<file path="src/rtl/uart_txd_pkg.sv">
package uart_txd_pkg;

  typedef enum logic [1:0] {
    PAR_OFF   = 2'b00,
    PAR_EVEN  = 2'b01,
    PAR_ODD   = 2'b10,
    PAR_OFF_B = 2'b11
  } par_mode_e;

  // Bits other than data: start, parity, two stops at most.
  localparam int FRAME_OVERHEAD = 4;

endpackage

</file>
<file path="src/rtl/uart_txd_hold.sv">
module uart_txd_hold #(
  parameter int DATA_W = 8
) (
  input  logic              clk_i,
  input  logic              rst_ni,
  input  logic              wr_i,
  input  logic [DATA_W-1:0] data_i,
  input  logic              take_i,
  output logic              full_o,
  output logic [DATA_W-1:0] data_o
);

  logic              full_q, full_n;
  logic [DATA_W-1:0] data_q, data_n;
  logic              accept;

  assign accept = wr_i && !full_q;

  always_comb begin
    full_n = full_q;
    data_n = data_q;
    if (accept) begin
      full_n = 1'b1;
      data_n = data_i;
    end else if (take_i) begin
      full_n = 1'b0;
    end
  end

  always_ff @(posedge clk_i or negedge rst_ni) begin
    if (!rst_ni) begin
      full_q <= 1'b0;
      data_q <= '0;
    end else begin
      full_q <= full_n;
      if (accept) begin
        data_q <= data_n;
      end
    end
  end

  assign full_o = full_q;
  assign data_o = data_q;

  AST_HOLD_IGNORE: assert property (@(posedge clk_i) disable iff (!rst_ni)
    (full_q && wr_i) |=> (data_q == $past(data_q)));
  AST_HOLD_TAKE_FULL: assert property (@(posedge clk_i) disable iff (!rst_ni)
    take_i |-> full_q);
  AST_HOLD_FREED: assert property (@(posedge clk_i) disable iff (!rst_ni)
    take_i |=> !full_q);

endmodule

</file>
<file path="src/rtl/uart_txd_frame.sv">
module uart_txd_frame
  import uart_txd_pkg::*;
#(
  parameter int DATA_W  = 8,
  parameter int FRAME_W = DATA_W + FRAME_OVERHEAD,
  parameter int CNT_W   = $clog2(FRAME_W + 1)
) (
  input  logic [DATA_W-1:0]  data_i,
  input  logic [1:0]         cfg_len_i,
  input  logic [1:0]         cfg_par_i,
  input  logic               cfg_stop2_i,
  output logic [FRAME_W-1:0] frame_o,
  output logic [CNT_W-1:0]   len_o
);

  localparam int MIN_W = DATA_W - 3;

  par_mode_e mode;
  int        nbits;
  int        total;
  logic      par_en;
  logic      ones;
  logic      par_bit;

  always_comb begin
    mode   = par_mode_e'(cfg_par_i);
    nbits  = MIN_W + int'(cfg_len_i);
    par_en = (mode == PAR_EVEN) || (mode == PAR_ODD);
    ones   = 1'b0;
    for (int i = 0; i < DATA_W; i++) begin
      if (i < nbits) begin
        ones = ones ^ data_i[i];
      end
    end
    par_bit = (mode == PAR_ODD) ? ~ones : ones;

    // Unused positions stay 1 so stop bits and the idle tail are high.
    frame_o    = '1;
    frame_o[0] = 1'b0;
    for (int j = 1; j <= DATA_W; j++) begin
      if (j <= nbits) begin
        frame_o[j] = data_i[j-1];
      end
    end
    for (int k = 1; k < FRAME_W; k++) begin
      if (par_en && (k == nbits + 1)) begin
        frame_o[k] = par_bit;
      end
    end

    total = 2 + nbits + int'(par_en) + int'(cfg_stop2_i);
    len_o = CNT_W'(total);
  end

endmodule

</file>
<file path="src/rtl/uart_txd_shift.sv">
module uart_txd_shift #(
  parameter int FRAME_W = 12,
  parameter int CNT_W   = $clog2(FRAME_W + 1)
) (
  input  logic               clk_i,
  input  logic               rst_ni,
  input  logic               bit_en_i,
  input  logic               avail_i,
  input  logic [FRAME_W-1:0] frame_i,
  input  logic [CNT_W-1:0]   len_i,
  output logic               take_o,
  output logic               idle_o,
  output logic               txd_o
);

  logic [FRAME_W-1:0] sh_q, sh_n;
  logic [CNT_W-1:0]   cnt_q, cnt_n;
  logic               busy_q, busy_n;
  logic               last_bit;
  logic               end_of_char;

  assign last_bit    = busy_q && (cnt_q == CNT_W'(1));
  assign end_of_char = !busy_q || last_bit;
  assign take_o      = bit_en_i && end_of_char && avail_i;

  always_comb begin
    sh_n   = sh_q;
    cnt_n  = cnt_q;
    busy_n = busy_q;
    if (bit_en_i) begin
      if (take_o) begin
        sh_n   = frame_i;
        cnt_n  = len_i;
        busy_n = 1'b1;
      end else if (last_bit) begin
        sh_n   = '1;
        cnt_n  = '0;
        busy_n = 1'b0;
      end else if (busy_q) begin
        sh_n  = {1'b1, sh_q[FRAME_W-1:1]};
        cnt_n = cnt_q - CNT_W'(1);
      end
    end
  end

  always_ff @(posedge clk_i or negedge rst_ni) begin
    if (!rst_ni) begin
      sh_q   <= '1;
      cnt_q  <= '0;
      busy_q <= 1'b0;
    end else if (bit_en_i) begin
      sh_q   <= sh_n;
      cnt_q  <= cnt_n;
      busy_q <= busy_n;
    end
  end

  assign txd_o  = busy_q ? sh_q[0] : 1'b1;
  assign idle_o = !busy_q;

  AST_START_BIT: assert property (@(posedge clk_i) disable iff (!rst_ni)
    take_o |=> !txd_o);
  AST_LEN_RANGE: assert property (@(posedge clk_i) disable iff (!rst_ni)
    take_o |-> ((len_i >= CNT_W'(2)) && (len_i <= CNT_W'(FRAME_W))));
  AST_BIT_HOLD: assert property (@(posedge clk_i) disable iff (!rst_ni)
    !bit_en_i |=> $stable(txd_o));
  AST_IDLE_AFTER_STOP: assert property (@(posedge clk_i) disable iff (!rst_ni)
    (bit_en_i && last_bit && !avail_i) |=> (txd_o && idle_o));
  AST_BACK_TO_BACK: assert property (@(posedge clk_i) disable iff (!rst_ni)
    (bit_en_i && last_bit && avail_i) |=> (!txd_o && !idle_o));

endmodule

</file>
<file path="src/rtl/uart_txd_dbuf.sv">
module uart_txd_dbuf
  import uart_txd_pkg::*;
#(
  parameter int DATA_W = 8
) (
  input  logic              clk_i,
  input  logic              rst_ni,
  input  logic              bit_en_i,
  input  logic [DATA_W-1:0] tx_data_i,
  input  logic              tx_stb_i,
  input  logic              stat_en_i,
  input  logic [1:0]        cfg_len_i,
  input  logic [1:0]        cfg_par_i,
  input  logic              cfg_stop2_i,
  output logic              txd_o,
  output logic [DATA_W-1:0] stat_o
);

  localparam int FRAME_W = DATA_W + FRAME_OVERHEAD;
  localparam int CNT_W   = $clog2(FRAME_W + 1);

  // Reset asserts at once and is released on a clock edge.
  logic [1:0] rst_sync_q;
  logic       rst_n;

  always_ff @(posedge clk_i or negedge rst_ni) begin
    if (!rst_ni) begin
      rst_sync_q <= 2'b00;
    end else begin
      rst_sync_q <= {rst_sync_q[0], 1'b1};
    end
  end

  assign rst_n = rst_sync_q[1];

  logic               hold_full;
  logic [DATA_W-1:0]  hold_data;
  logic               take;
  logic               line_idle;
  logic [FRAME_W-1:0] frame;
  logic [CNT_W-1:0]   frame_len;

  uart_txd_hold #(.DATA_W(DATA_W)) u_hold (
    .clk_i  (clk_i),
    .rst_ni (rst_n),
    .wr_i   (tx_stb_i),
    .data_i (tx_data_i),
    .take_i (take),
    .full_o (hold_full),
    .data_o (hold_data)
  );

  uart_txd_frame #(
    .DATA_W  (DATA_W),
    .FRAME_W (FRAME_W),
    .CNT_W   (CNT_W)
  ) u_frame (
    .data_i      (hold_data),
    .cfg_len_i   (cfg_len_i),
    .cfg_par_i   (cfg_par_i),
    .cfg_stop2_i (cfg_stop2_i),
    .frame_o     (frame),
    .len_o       (frame_len)
  );

  uart_txd_shift #(
    .FRAME_W (FRAME_W),
    .CNT_W   (CNT_W)
  ) u_shift (
    .clk_i    (clk_i),
    .rst_ni   (rst_n),
    .bit_en_i (bit_en_i),
    .avail_i  (hold_full),
    .frame_i  (frame),
    .len_i    (frame_len),
    .take_o   (take),
    .idle_o   (line_idle),
    .txd_o    (txd_o)
  );

  always_comb begin
    stat_o = '0;
    if (stat_en_i) begin
      stat_o[0] = !hold_full;
      stat_o[1] = line_idle;
    end
  end

  AST_IDLE_LINE_HIGH: assert property (@(posedge clk_i) disable iff (!rst_n)
    line_idle |-> txd_o);
  AST_STROBE_FILLS: assert property (@(posedge clk_i) disable iff (!rst_n)
    (tx_stb_i && !hold_full) |=> hold_full);

endmodule

</file>
<file path="config.mk">
export PLATFORM = sky130hd
export DESIGN_NAME = uart_txd_dbuf
export DESIGN_NICKNAME = d
export VERILOG_FILES = /design/src/rtl/uart_txd_pkg.sv /design/src/rtl/uart_txd_hold.sv /design/src/rtl/uart_txd_frame.sv /design/src/rtl/uart_txd_shift.sv /design/src/rtl/uart_txd_dbuf.sv
export SDC_FILE = /design/constraint.sdc
export NUM_CORES = 1
export LEC_CHECK = 0
export ABC_AREA = 0
export ABC_CLOCK_PERIOD_IN_PS = 800
export CORE_AREA = 2 2 63 65
export DETAILED_ROUTE_END_ITERATION = 10
export DIE_AREA = 0 0 65 67
export DONT_BUFFER_PORTS = 1
export PLACE_DENSITY = 0.65
export SYNTH_ARGS = -nofsm -noshare
export SYNTH_HDL_FRONTEND = slang
export SYNTH_SLANG_ARGS = --single-unit
</file>
<file path="constraint.sdc">
create_clock -name clk_i -period 0.8 [get_ports clk_i]
set_input_delay 0.08 -clock clk_i [delete_from_list [all_inputs] [get_ports clk_i]]
set_output_delay 0.08 -clock clk_i [all_outputs]
set_load 0.005 [all_outputs]
</file>
==> results.toml <==
[sta]
setup_viol = 29
finalCriticalPeriod_ns = 1.85
hold_violations = 0
setup_tns_ns = -19.64
rsz0062_at_grt = "yes"
setup_slack_ns = -1.05
clock_skew_ns = 0.00479
report.final.slew_viol_count = 0
period_share_pct = 231
fmax_ghz = 0.541

[global_routing]
grt_start_max_net_pins = 27
grt_antenna_before_repair = 0
first_global_vias = 1643
grt.overflow.total = 0
track_usage_pct = 24.1
grt_first_pass_wirelength_um = 7820

[finish]
diodes = 0
layout_common_cells = "buf_4 (48), dfrtp_1 (14), dfstp_2 (12), inv_1 (11), dlygate4sd3_1 (11)"
nets = 272
regArea_um2 = 718
drive_above_1_share_pct = 50.6
fillers = 246
area_delta_synth_final_pct = 51.4
final_cell_area_mm2 = 0.00267
stdcell_count = 287
fin_util_pct = 74.0
final_common_cell = "buf_4"
multiInputGateArea_mm2 = 0.00117

[floorplanning]
initial_core_util_pct = 48.9
die_w_um = 65
core-area_mm2 = 0.00361
die_height_um = 67
dieArea_mm2 = 0.00436
io_pins = 27
fp-row-count = 22

[power_and_ir_drop]
combPwrFrac_pct = 61.9
p_switching_w = 0.00334
ir_drop_mv = 2.61
power_frac_seq_pct = 26.5
p_per_area_mw_per_mm2 = 3650
total_leakage_power_nw = 1.21
p_int_w = 0.00641
p_clk_share_pct = 11.6
switching_share_pct = 34.2

[clock_tree]
path_clk_slew_ns = 0.09
clock_sinks = 28
cts_root_buf = "clkbuf_8"
clkLatencyLatePin_ns = 0.28
cts_tree = "built"
cts_max_level = 1
max-clock-path-buffers = 2
cts_buffers = 3

[synthesis]
yosysWarnings = 0
synth_compound_area_share_pct = 19.2
yosys.area_share.simple_pct = 10.9
syn_inst = 172
synth_edf_count = 0
synthMuxAreaShare_pct = 5.11
syn_avg_cell_area_um2 = 10.2
async_reset_ff_share_pct = 100
synthFlopType = "dfrtp_1"
synth_top_family_by_area = "compound AO/OA/AOI/OAI gates"
syn_area_mm2 = 0.00176
ys_ff_latch = 28
synth_xor_area_share_pct = 6.11
yosysSeqAreaShare_pct = 40.6
yosysUniqueCellTypes = 40
yosys.area_share.adder_pct = 10.4

[run_status]
violations = "setup timing"
status = "complete, but fails checks"

[worst_setup_path]
worstSetupEndpointType = "flip-flop"
start_kind = "flip-flop"
path_class = "reg -> reg"
cp.arrival_ns = 2.07
cp.required_ns = 1.02
crit_fanout = 2

[route]
antenna_left = 0
first_pass_iters = 4
drcViolationCount = 0
detail_route.iter0.violations = 71
viasPerCell = 5.42
wl_um = 4740
wire_per_inst_um = 16.5
vias = 1555

[placement]
io_buffers = 0
place_hpwl_um = 3160
placed_area_mm2 = 0.00218
dp.cells = 258
place.gp.congestion = 0.826

[run]
cap_violations = 0

[hold_path]
hold_class = "in -> async"
-- layer usage --
metal / routed length [um] / share of wire, % / GRT usage (%) / vias to the layer above
li1: - / - / - / 733
met3: 141 / 3.0 / 2.36 / 13
met4: 133 / 2.8 / 11.4 / 0
met1: 1900 / 40 / 27.2 / 766
met2: 2560 / 54 / 45.4 / 43
met5: 0 / 0 / 0 / -
-- cells by family (layout without fill, tap and decap cells) --
group                    count (synthesis)  after routing
XOR/XNOR                                 9              9
multiplexers                             8              8
other                                    2              7
adder cells (fa/ha/maj)                 14             14
AO/OA/AOI/OAI                           49             50
buffers and inverters                   26             87
AND/OR/NAND/NOR                         36             36
flip-flops                              28             28
-- synthesized netlist by cell type, drive strengths merged, types with 6 or more instances --
cell type / count / area, um^2
dfrtp: 16 / 400
inv: 14 / 52.6
o21ai: 14 / 70.1
ha: 13 / 163
dfstp: 12 / 315
nand2: 12 / 47.6
a31oi: 8 / 50.1
mux2: 8 / 90.1
buf: 7 / 56.3
nor2: 7 / 26.3
xnor2: 7 / 61.3
o221ai: 6 / 52.6
-- power by group through the flow --
stage | Clock (W) | Combinational, W | Sequential, W
final | 0.00113 | 0.00603 | 0.00258
after global routing | 0.00120 | 0.00644 | 0.00264
after CTS | 0.00113 | 0.00571 | 0.00256
after floorplan | 0 | 0.00279 | 0.00251
after detailed placement | 0 | 0.00447 | 0.00253
after global placement | 0 | 0.00436 | 0.00248
-- critical path, cell delays in order, from the launching register on --
cell	delay, ns
dfrtp_1	0.43
xnor2_2	0.17
xnor2_2	0.20
xnor3_1	0.40
nor3_4	0.25
buf_6	0.14
a21oi_2	0.05
a21o_1	0.15
-- timing repair --
item / in CTS / in global routing
gates cloned: 1 / 0
resized for setup: 41 / 7
pin swaps: 11 / 8
hold buffers: 11 / 0
endpoints found under the hold margin: 12 / 0
buffers inserted: 9 / 7
setup endpoints to repair: 29 / 29
-- worst paths after layout --
check	startpoint	to	slack, ns	depth (start not counted)
worst max-delay path	u_hold.data_o[1]	u_shift.sh_q[9]	-1.05	7
worst min-delay path	rst_ni	rst_sync_q[1]	0.02	1
worst max register to register	u_hold.data_o[1]	u_shift.sh_q[9]	-1.05	7
worst min register to register	rst_sync_q[1]	u_shift.cnt_q[3]	0.20	1
max in group asynchronous	rst_sync_q[1]	u_shift.sh_q[1]	0.37	1
min in group clk_i	cfg_len_i[1]	u_shift.sh_q[8]	0.13	3
-- registers in the layout, indices dropped and copies added, names as in the netlist --
name,count
u_shift.sh_q,12
u_shift.busy_q,1
rst_sync_q,2
u_hold.full_o,1
u_shift.cnt_q,4
u_hold.data_o,8
-- per-stage QoR --
| step | total power (W) | hold slack [ns] | worst slack (ns) |
|---|---|---|---|
| 2_1_floorplan | 0.00530 | -0.216 | -0.983 |
| 3_3_place_gp | 0.00685 | -0.216 | -1.03 |
| 3_5_place_dp | 0.00700 | -0.216 | -1.08 |
| 4_1_cts | 0.00940 | 0.0220 | -0.979 |
| 5_1_grt | 0.0103 | 0.0157 | -1.10 |
| 6_report | 0.00975 | 0.0159 | -1.05 |
-- layout make-up --
| cell class | count | share of cell area, % |
|---|---|---|
| sequential | 28 | 26.9 |
| inverter | 14 | 1.97 |
| timing repair buffer | 69 | 22.3 |
| clock buffer | 3 | 1.55 |
| multi-input combinational | 124 | 43.9 |
| clock inverter | 1 | 1.13 |
| tap | 48 | 2.25 |
Power figures use the tool's default switching activity.
